## src/rtl/waveGenPkg.sv

```systemverilog
package waveGenPkg;

  localparam int PHASE_W    = 8;
  localparam int SAMPLE_W   = 8;
  localparam int RST_STAGES = 4;

  localparam int TAB_DEPTH  = 1 << PHASE_W;
  localparam int QUARTER    = TAB_DEPTH / 4;
  localparam int HALF       = TAB_DEPTH / 2;
  localparam int AMP        = (1 << (SAMPLE_W - 1)) - 1;

  localparam logic signed [SAMPLE_W-1:0] LEVEL_HI = SAMPLE_W'(AMP);
  localparam logic signed [SAMPLE_W-1:0] LEVEL_LO = SAMPLE_W'(-(AMP + 1));

  typedef logic signed [SAMPLE_W-1:0] sample_t;
  typedef logic [PHASE_W-1:0]         phase_t;
  typedef sample_t                    sineTab_t [TAB_DEPTH];

  // Strobes from the control side to the datapath.
  typedef struct packed {
    logic   clear;
    phase_t phase;
  } ctrlStrobes_t;

  function automatic int roundAway(real x);
    if (x >= 0.0) return $rtoi(x + 0.5);
    return -$rtoi(-x + 0.5);
  endfunction

  // Only the first quarter is evaluated; the rest is mirrored so that the
  // odd symmetry of the second half holds exactly.
  function automatic sineTab_t buildSineTab();
    sineTab_t tab;
    real pi2;
    pi2 = 6.283185307179586;
    for (int k = 0; k < TAB_DEPTH; k++) begin
      if (k <= QUARTER)
        tab[k] = SAMPLE_W'(roundAway(real'(AMP) * $sin(pi2 * real'(k) / real'(TAB_DEPTH))));
      else if (k < HALF)
        tab[k] = tab[HALF - k];
      else
        tab[k] = -tab[k - HALF];
    end
    return tab;
  endfunction

endpackage

```

## src/rtl/waveCtrl.sv

```systemverilog
module waveCtrl
  import waveGenPkg::*;
(
  input  logic         clk,
  input  logic         rstN,
  output ctrlStrobes_t strobes
);

  logic [RST_STAGES-1:0] rstPipe;
  logic                  localRst;
  phase_t                phaseCnt;

  // Reset assertion is immediate; release walks a zero down the pipe.
  always_ff @(posedge clk or negedge rstN) begin
    if (!rstN) rstPipe <= '1;
    else       rstPipe <= {1'b0, rstPipe[RST_STAGES-1:1]};
  end

  assign localRst = rstPipe[0];

  always_ff @(posedge clk or negedge rstN) begin
    if (!rstN)         phaseCnt <= '0;
    else if (localRst) phaseCnt <= '0;
    else               phaseCnt <= phaseCnt + 1'b1;
  end

  always_comb begin
    strobes.clear = localRst;
    strobes.phase = phaseCnt;
  end

endmodule

```

## src/rtl/waveDatapath.sv

```systemverilog
module waveDatapath
  import waveGenPkg::*;
(
  input  logic         clk,
  input  logic         rstN,
  input  ctrlStrobes_t strobes,
  input  logic         modeSel,
  input  phase_t       threshold,
  output sample_t      sample
);

  localparam sineTab_t SINE_TAB = buildSineTab();

  sample_t sineWord;
  sample_t squareWord;
  sample_t nextWord;

  always_comb begin
    sineWord   = SINE_TAB[strobes.phase];
    squareWord = (strobes.phase >= threshold) ? LEVEL_HI : LEVEL_LO;
    nextWord   = modeSel ? sineWord : squareWord;
  end

  always_ff @(posedge clk or negedge rstN) begin
    if (!rstN)              sample <= '0;
    else if (strobes.clear) sample <= '0;
    else                    sample <= nextWord;
  end

endmodule

```

## src/rtl/waveGen.sv

```systemverilog
module waveGen
  import waveGenPkg::*;
(
  input  logic                       clk,
  input  logic                       rstN,
  input  logic                       modeSel,
  input  logic [PHASE_W-1:0]         threshold,
  output logic signed [SAMPLE_W-1:0] sample
);

  ctrlStrobes_t strobes;

  waveCtrl u_ctrl (
    .clk     (clk),
    .rstN    (rstN),
    .strobes (strobes)
  );

  waveDatapath u_dp (
    .clk       (clk),
    .rstN      (rstN),
    .strobes   (strobes),
    .modeSel   (modeSel),
    .threshold (threshold),
    .sample    (sample)
  );

endmodule

```

## config.mk

```make
export PLATFORM = sky130hd
export DESIGN_NAME = waveGen
export DESIGN_NICKNAME = d
export VERILOG_FILES = /design/src/rtl/waveGenPkg.sv /design/src/rtl/waveCtrl.sv /design/src/rtl/waveDatapath.sv /design/src/rtl/waveGen.sv
export SDC_FILE = /design/constraint.sdc
export NUM_CORES = 1
export LEC_CHECK = 0
export CORE_AREA = 3 3 81 83
export CTS_BUF_LIST = sky130_fd_sc_hd__clkbuf_16
export CTS_CLUSTER_SIZE = 30
export DETAILED_ROUTE_END_ITERATION = 16
export DIE_AREA = 0 0 84 86
export PLACE_DENSITY_LB_ADDON = 0.25
export SLEW_MARGIN = 20
export SYNTH_ARGS = -nofsm -noshare
export SYNTH_HDL_FRONTEND = slang
export SYNTH_SLANG_ARGS = --single-unit
```

## constraint.sdc

```tcl
create_clock -name clk -period 2.9 [get_ports clk]
set_input_delay 0.435 -clock clk [delete_from_list [all_inputs] [get_ports clk]]
set_output_delay 0.435 -clock clk [all_outputs]
set_load 0.03 [all_outputs]
```

==> parameters.txt <==
Parameter                              Value

Outcome
  Result of the run    finished clean

Timing
  Hold Vio Cnt, Final    0
  Worst rel slew slack    around 41%
  Worst path setup slack after routing    approximately 0.42 ns
  Min Hold Slack    between 0.3 and 0.4 ns
  Max Clock Freq    ~400 MHz
  Fin Clk Skew    between 0.001 and 0.0015 ns
  Fin crit share    a little under nine tenths
  Number of pins with negative max-slew slack in the final report    0
  Setup TNS    0 ns
  Setup repair after global routing missed its margin    no
  # setup viols final    0
  Transition time at the pin with the least slew margin    between 0.8 and 0.9 ns
  Min Tclk post-route    2.48 ns

Logic synthesis
  Largest family of logic cells by synthesized area    compound AO/OA/AOI/OAI gates
  Post-synthesis instance area    between 2000 and 3000 sq um
  Count of unique library cells instantiated by Yosys    61
  Fraction of post-synthesis cell area in the top cell type by area    13.5%
  Yosys warning count    0
  Most repeated cell in the gate-level netlist after synthesis    sky130_fd_sc_hd__a21oi_1
  Dominant register cell in the synthesized netlist    sky130_fd_sc_hd__dfrtp_1
  Synthesized area per cell    between 7 and 8 sq um
  Number of enable-type register cells in the synthesized netlist    0
  Proportion of synthesized area in mux cells    6.08%
  Simple logic cell fraction of the synthesized area    just over 20%
  Syn Nets    432
  Top post-synthesis cells by area    sky130_fd_sc_hd__dfrtp_1 14%, sky130_fd_sc_hd__ha_1 11%, sky130_fd_sc_hd__a21oi_1 6.3%, sky130_fd_sc_hd__o21ai_0 4.9%, sky130_fd_sc_hd__nand2_1 4.2%
  Cell accounting for the most synthesized area    sky130_fd_sc_hd__dfrtp_1
  Asr flop ratio synth    between 90% and 100%
  Portion of the post-synthesis area used by sequential elements    roughly 17%
  Fraction of synthesized cell area in xor and xnor cells    under 10%
  Yosys reg bits    20
  Syn Inst Count    about 400
  Fraction of the mapped netlist area in compound gates    34.1%
  Post-synthesis share of cell area spent on full adders, half adders and majority gates    11.0%
  Most common library cells after synthesis    37 x sky130_fd_sc_hd__a21oi_1, 33 x sky130_fd_sc_hd__nand2_1, 29 x sky130_fd_sc_hd__nor2_1, 29 x sky130_fd_sc_hd__o21ai_0, 26 x sky130_fd_sc_hd__ha_1

Cells and area
  Layout cells sized above 1    under 10%
  Antenna Cells    0
  Filler instances    531
  Net count of the finished layout    ~440
  Final standard cell area without fillers    approximately 3300 sq um
  Post-route core utilization    between 50% and 60%
  Post-route insts no fill    approximately 480
  Layout Area Growth over Synthesis    10.7%

Floorplan
  Number of placement rows    28
  Vertical die dimension    around 86 um
  Boundary pin count    19
  X dimension of the die    approximately 84 um
  Effective utilization at floorplan    50.0%
  Total die area    between 7000 and 8000 sq um
  Core Footprint    approximately 5900 sq um

Placed design
  Final RePlAce weighted congestion    roughly 1
  Placed Cells    about 470
  Total of buffers placed on input and output ports    18
  Detailed Place HPWL    about 7.1 mm
  Pre-CTS setup slack    roughly 0.25 ns
  Placement-stage cell area    ~3200 sq um

Global routing
  Gr usage total    between 20 and 30%
  Final global-route overflow total    0
  Pin count of the biggest net entering global routing    between 50 and 60
  Wire length of the first global-routing pass    approximately 16 mm
  Number of antenna violations at the first check in global routing    0
  Vias in the first global route    between 2000 and 3000

Min path
  Path category of the worst min-delay check    register to register

Detailed routing
  Routed via count    3229
  Wirelength, routed    between 9 and 10 mm
  Number of routed nets with antenna violations    0
  Count of routing violations after the opening detailed-route iteration    596
  Residual DRC    0
  Vias per inst    around 6.8
  Number of detailed-routing iterations run before antenna repair    5
  Routed wirelength normalized by instance count    approximately 21 um

Setup path
  Classification of the worst setup path    register to register
  Largest fanout on the critical path    10
  Crit end category    register
  Kind of start point of the critical path    register
  Required arrival time at the worst endpoint    slightly above 3 ns
  Arrival time at the worst endpoint    between 2 and 3 ns

Clock network
  Number of buffers created by CTS    3
  Number of hold buffers added after CTS    0
  Post-CTS setup buffer count    0
  CTS clock-pin slew for the worst setup and hold paths    0.05 ns
  Clock sink count    20
  CTS tree    done
  Maximum number of buffers from clock root to sink    2
  Clock root buffer master    sky130_fd_sc_hd__clkbuf_16
  PostCTS Resize Cnt    0
  Skew-Pair Late Insertion Delay    0.25 ns
  H-tree levels    1

Power
  Leakage power total    1.28 nW
  PwrDens    approximately 290 nW/um^2
  Overall power after layout    around 950 uW
  Max rail drop VDD    ~0.00030 V

Run
  Max-cap violations    0
cells in the final DEF (no fill, tap or decap), types with 3 or more instances in the layout:
cell                              Yosys  layout
sky130_fd_sc_hd__o211ai_1            15      15
sky130_fd_sc_hd__a21o_1               3       3
sky130_fd_sc_hd__nor3_1               9       9
sky130_fd_sc_hd__mux2i_1              9       9
sky130_fd_sc_hd__a21oi_1             37      37
sky130_fd_sc_hd__a21boi_1             4       4
sky130_fd_sc_hd__nand4_1              3       3
sky130_fd_sc_hd__nand3_1              8       8
sky130_fd_sc_hd__a211oi_1            11      11
sky130_fd_sc_hd__o221ai_1             4       4
sky130_fd_sc_hd__buf_4                5      15
sky130_fd_sc_hd__nand2b_1            14      14
sky130_fd_sc_hd__nand2_1             33      33
sky130_fd_sc_hd__clkbuf_16            0       3
sky130_fd_sc_hd__a31oi_1              7       7
sky130_fd_sc_hd__xnor2_1              4       4
sky130_fd_sc_hd__dfrtp_1             16      14
sky130_fd_sc_hd__buf_12               0       3
sky130_fd_sc_hd__a22oi_1              3       3
sky130_fd_sc_hd__o311ai_1             5       5
sky130_fd_sc_hd__a221oi_1             9       9
sky130_fd_sc_hd__clkdlybuf4s50_1      0      18
sky130_fd_sc_hd__inv_1               15      15
sky130_fd_sc_hd__o21ai_0             29      29
sky130_fd_sc_hd__ha_1                26      26
sky130_fd_sc_hd__o22ai_1              3       3
sky130_fd_sc_hd__nor2_1              29      29
sky130_fd_sc_hd__nor2b_1             14      14
sky130_fd_sc_hd__dfstp_2              4       4
power by group:
part / total, mW / switching, mW / internal [mW]
registers: 0.306 / 0.0121 / 0.294
logic: 0.366 / 0.221 / 0.145
clock network: 0.283 / 0.0998 / 0.184
kinds of logic after synthesis:
family,count (synthesis)
adders and majority gates,26
DFF,20
other,1
buffers and inverters,52
and+or+nand+nor,124
AOI/OAI and AO/OA,151
muxes,15
xor gates and xnor gates,6
critical path: stages, from the launching register on:
cell and delay (ns):
sky130_fd_sc_hd__dfrtp_1 0.55, sky130_fd_sc_hd__buf_4 0.21, sky130_fd_sc_hd__ha_1 0.42, sky130_fd_sc_hd__nor2b_4 0.07, sky130_fd_sc_hd__a21o_1 0.16, sky130_fd_sc_hd__mux4_2 0.48
sky130_fd_sc_hd__a211oi_2 0.24, sky130_fd_sc_hd__nand2_1 0.12, sky130_fd_sc_hd__a21boi_1 0.15
registers in the layout, summed over array words and instances, names as in the netlist:
register,cells
u_ctrl.phaseCnt,8
u_ctrl.rstPipe,4
u_dp.sample,8
area by class of cell:
type / instances / area [sq um] / share of cell area [%]
Multi-Input combinational cell: 323 / 2180 / 66.5
Timing Repair Buffer: 36 / 353 / 10.8
Clock inverter: 1 / 3.75 / 0.114
Clock buffer: 3 / 75.1 / 2.29
Tap cell: 75 / 93.8 / 2.86
Inverter: 17 / 63.8 / 1.95
Sequential cell: 20 / 508 / 15.5
worst paths after layout:
path / from / endpoint / slack, ns / cells after the start
hold reg to reg: u_ctrl.rstPipe[1]$_DFF_PN1_ / u_ctrl.rstPipe[0]$_DFF_PN1_ / 0.35 / 0
setup reg to reg: u_ctrl.phaseCnt[1]$_DFF_PN0_ / u_dp.sample[2]$_DFF_PN0_ / 0.42 / 8
max in group asynchronous: rstN / u_ctrl.phaseCnt[2]$_DFF_PN0_ / 1.62 / 1
hold / removal: u_ctrl.rstPipe[1]$_DFF_PN1_ / u_ctrl.rstPipe[0]$_DFF_PN1_ / 0.35 / 0
min in group asynchronous: rstN / u_dp.sample[7]$_DFF_PN0_ / 0.68 / 1
setup / recovery: u_ctrl.phaseCnt[1]$_DFF_PN0_ / u_dp.sample[2]$_DFF_PN0_ / 0.42 / 8
routing by layer:
| layer | global-route usage, % | vias to the layer above | routed length [um] |
|---|---|---|---|
| li1 | - | 1480 | - |
| met1 | 38.4 | 1524 | 4280 |
| met2 | 42.6 | 201 | 4570 |
| met3 | 4.32 | 24 | 898 |
| met4 | 8.63 | 0 | 208 |
| met5 | 0 | - | 0 |
No activity file was read; power rests on OpenSTA's default activity.
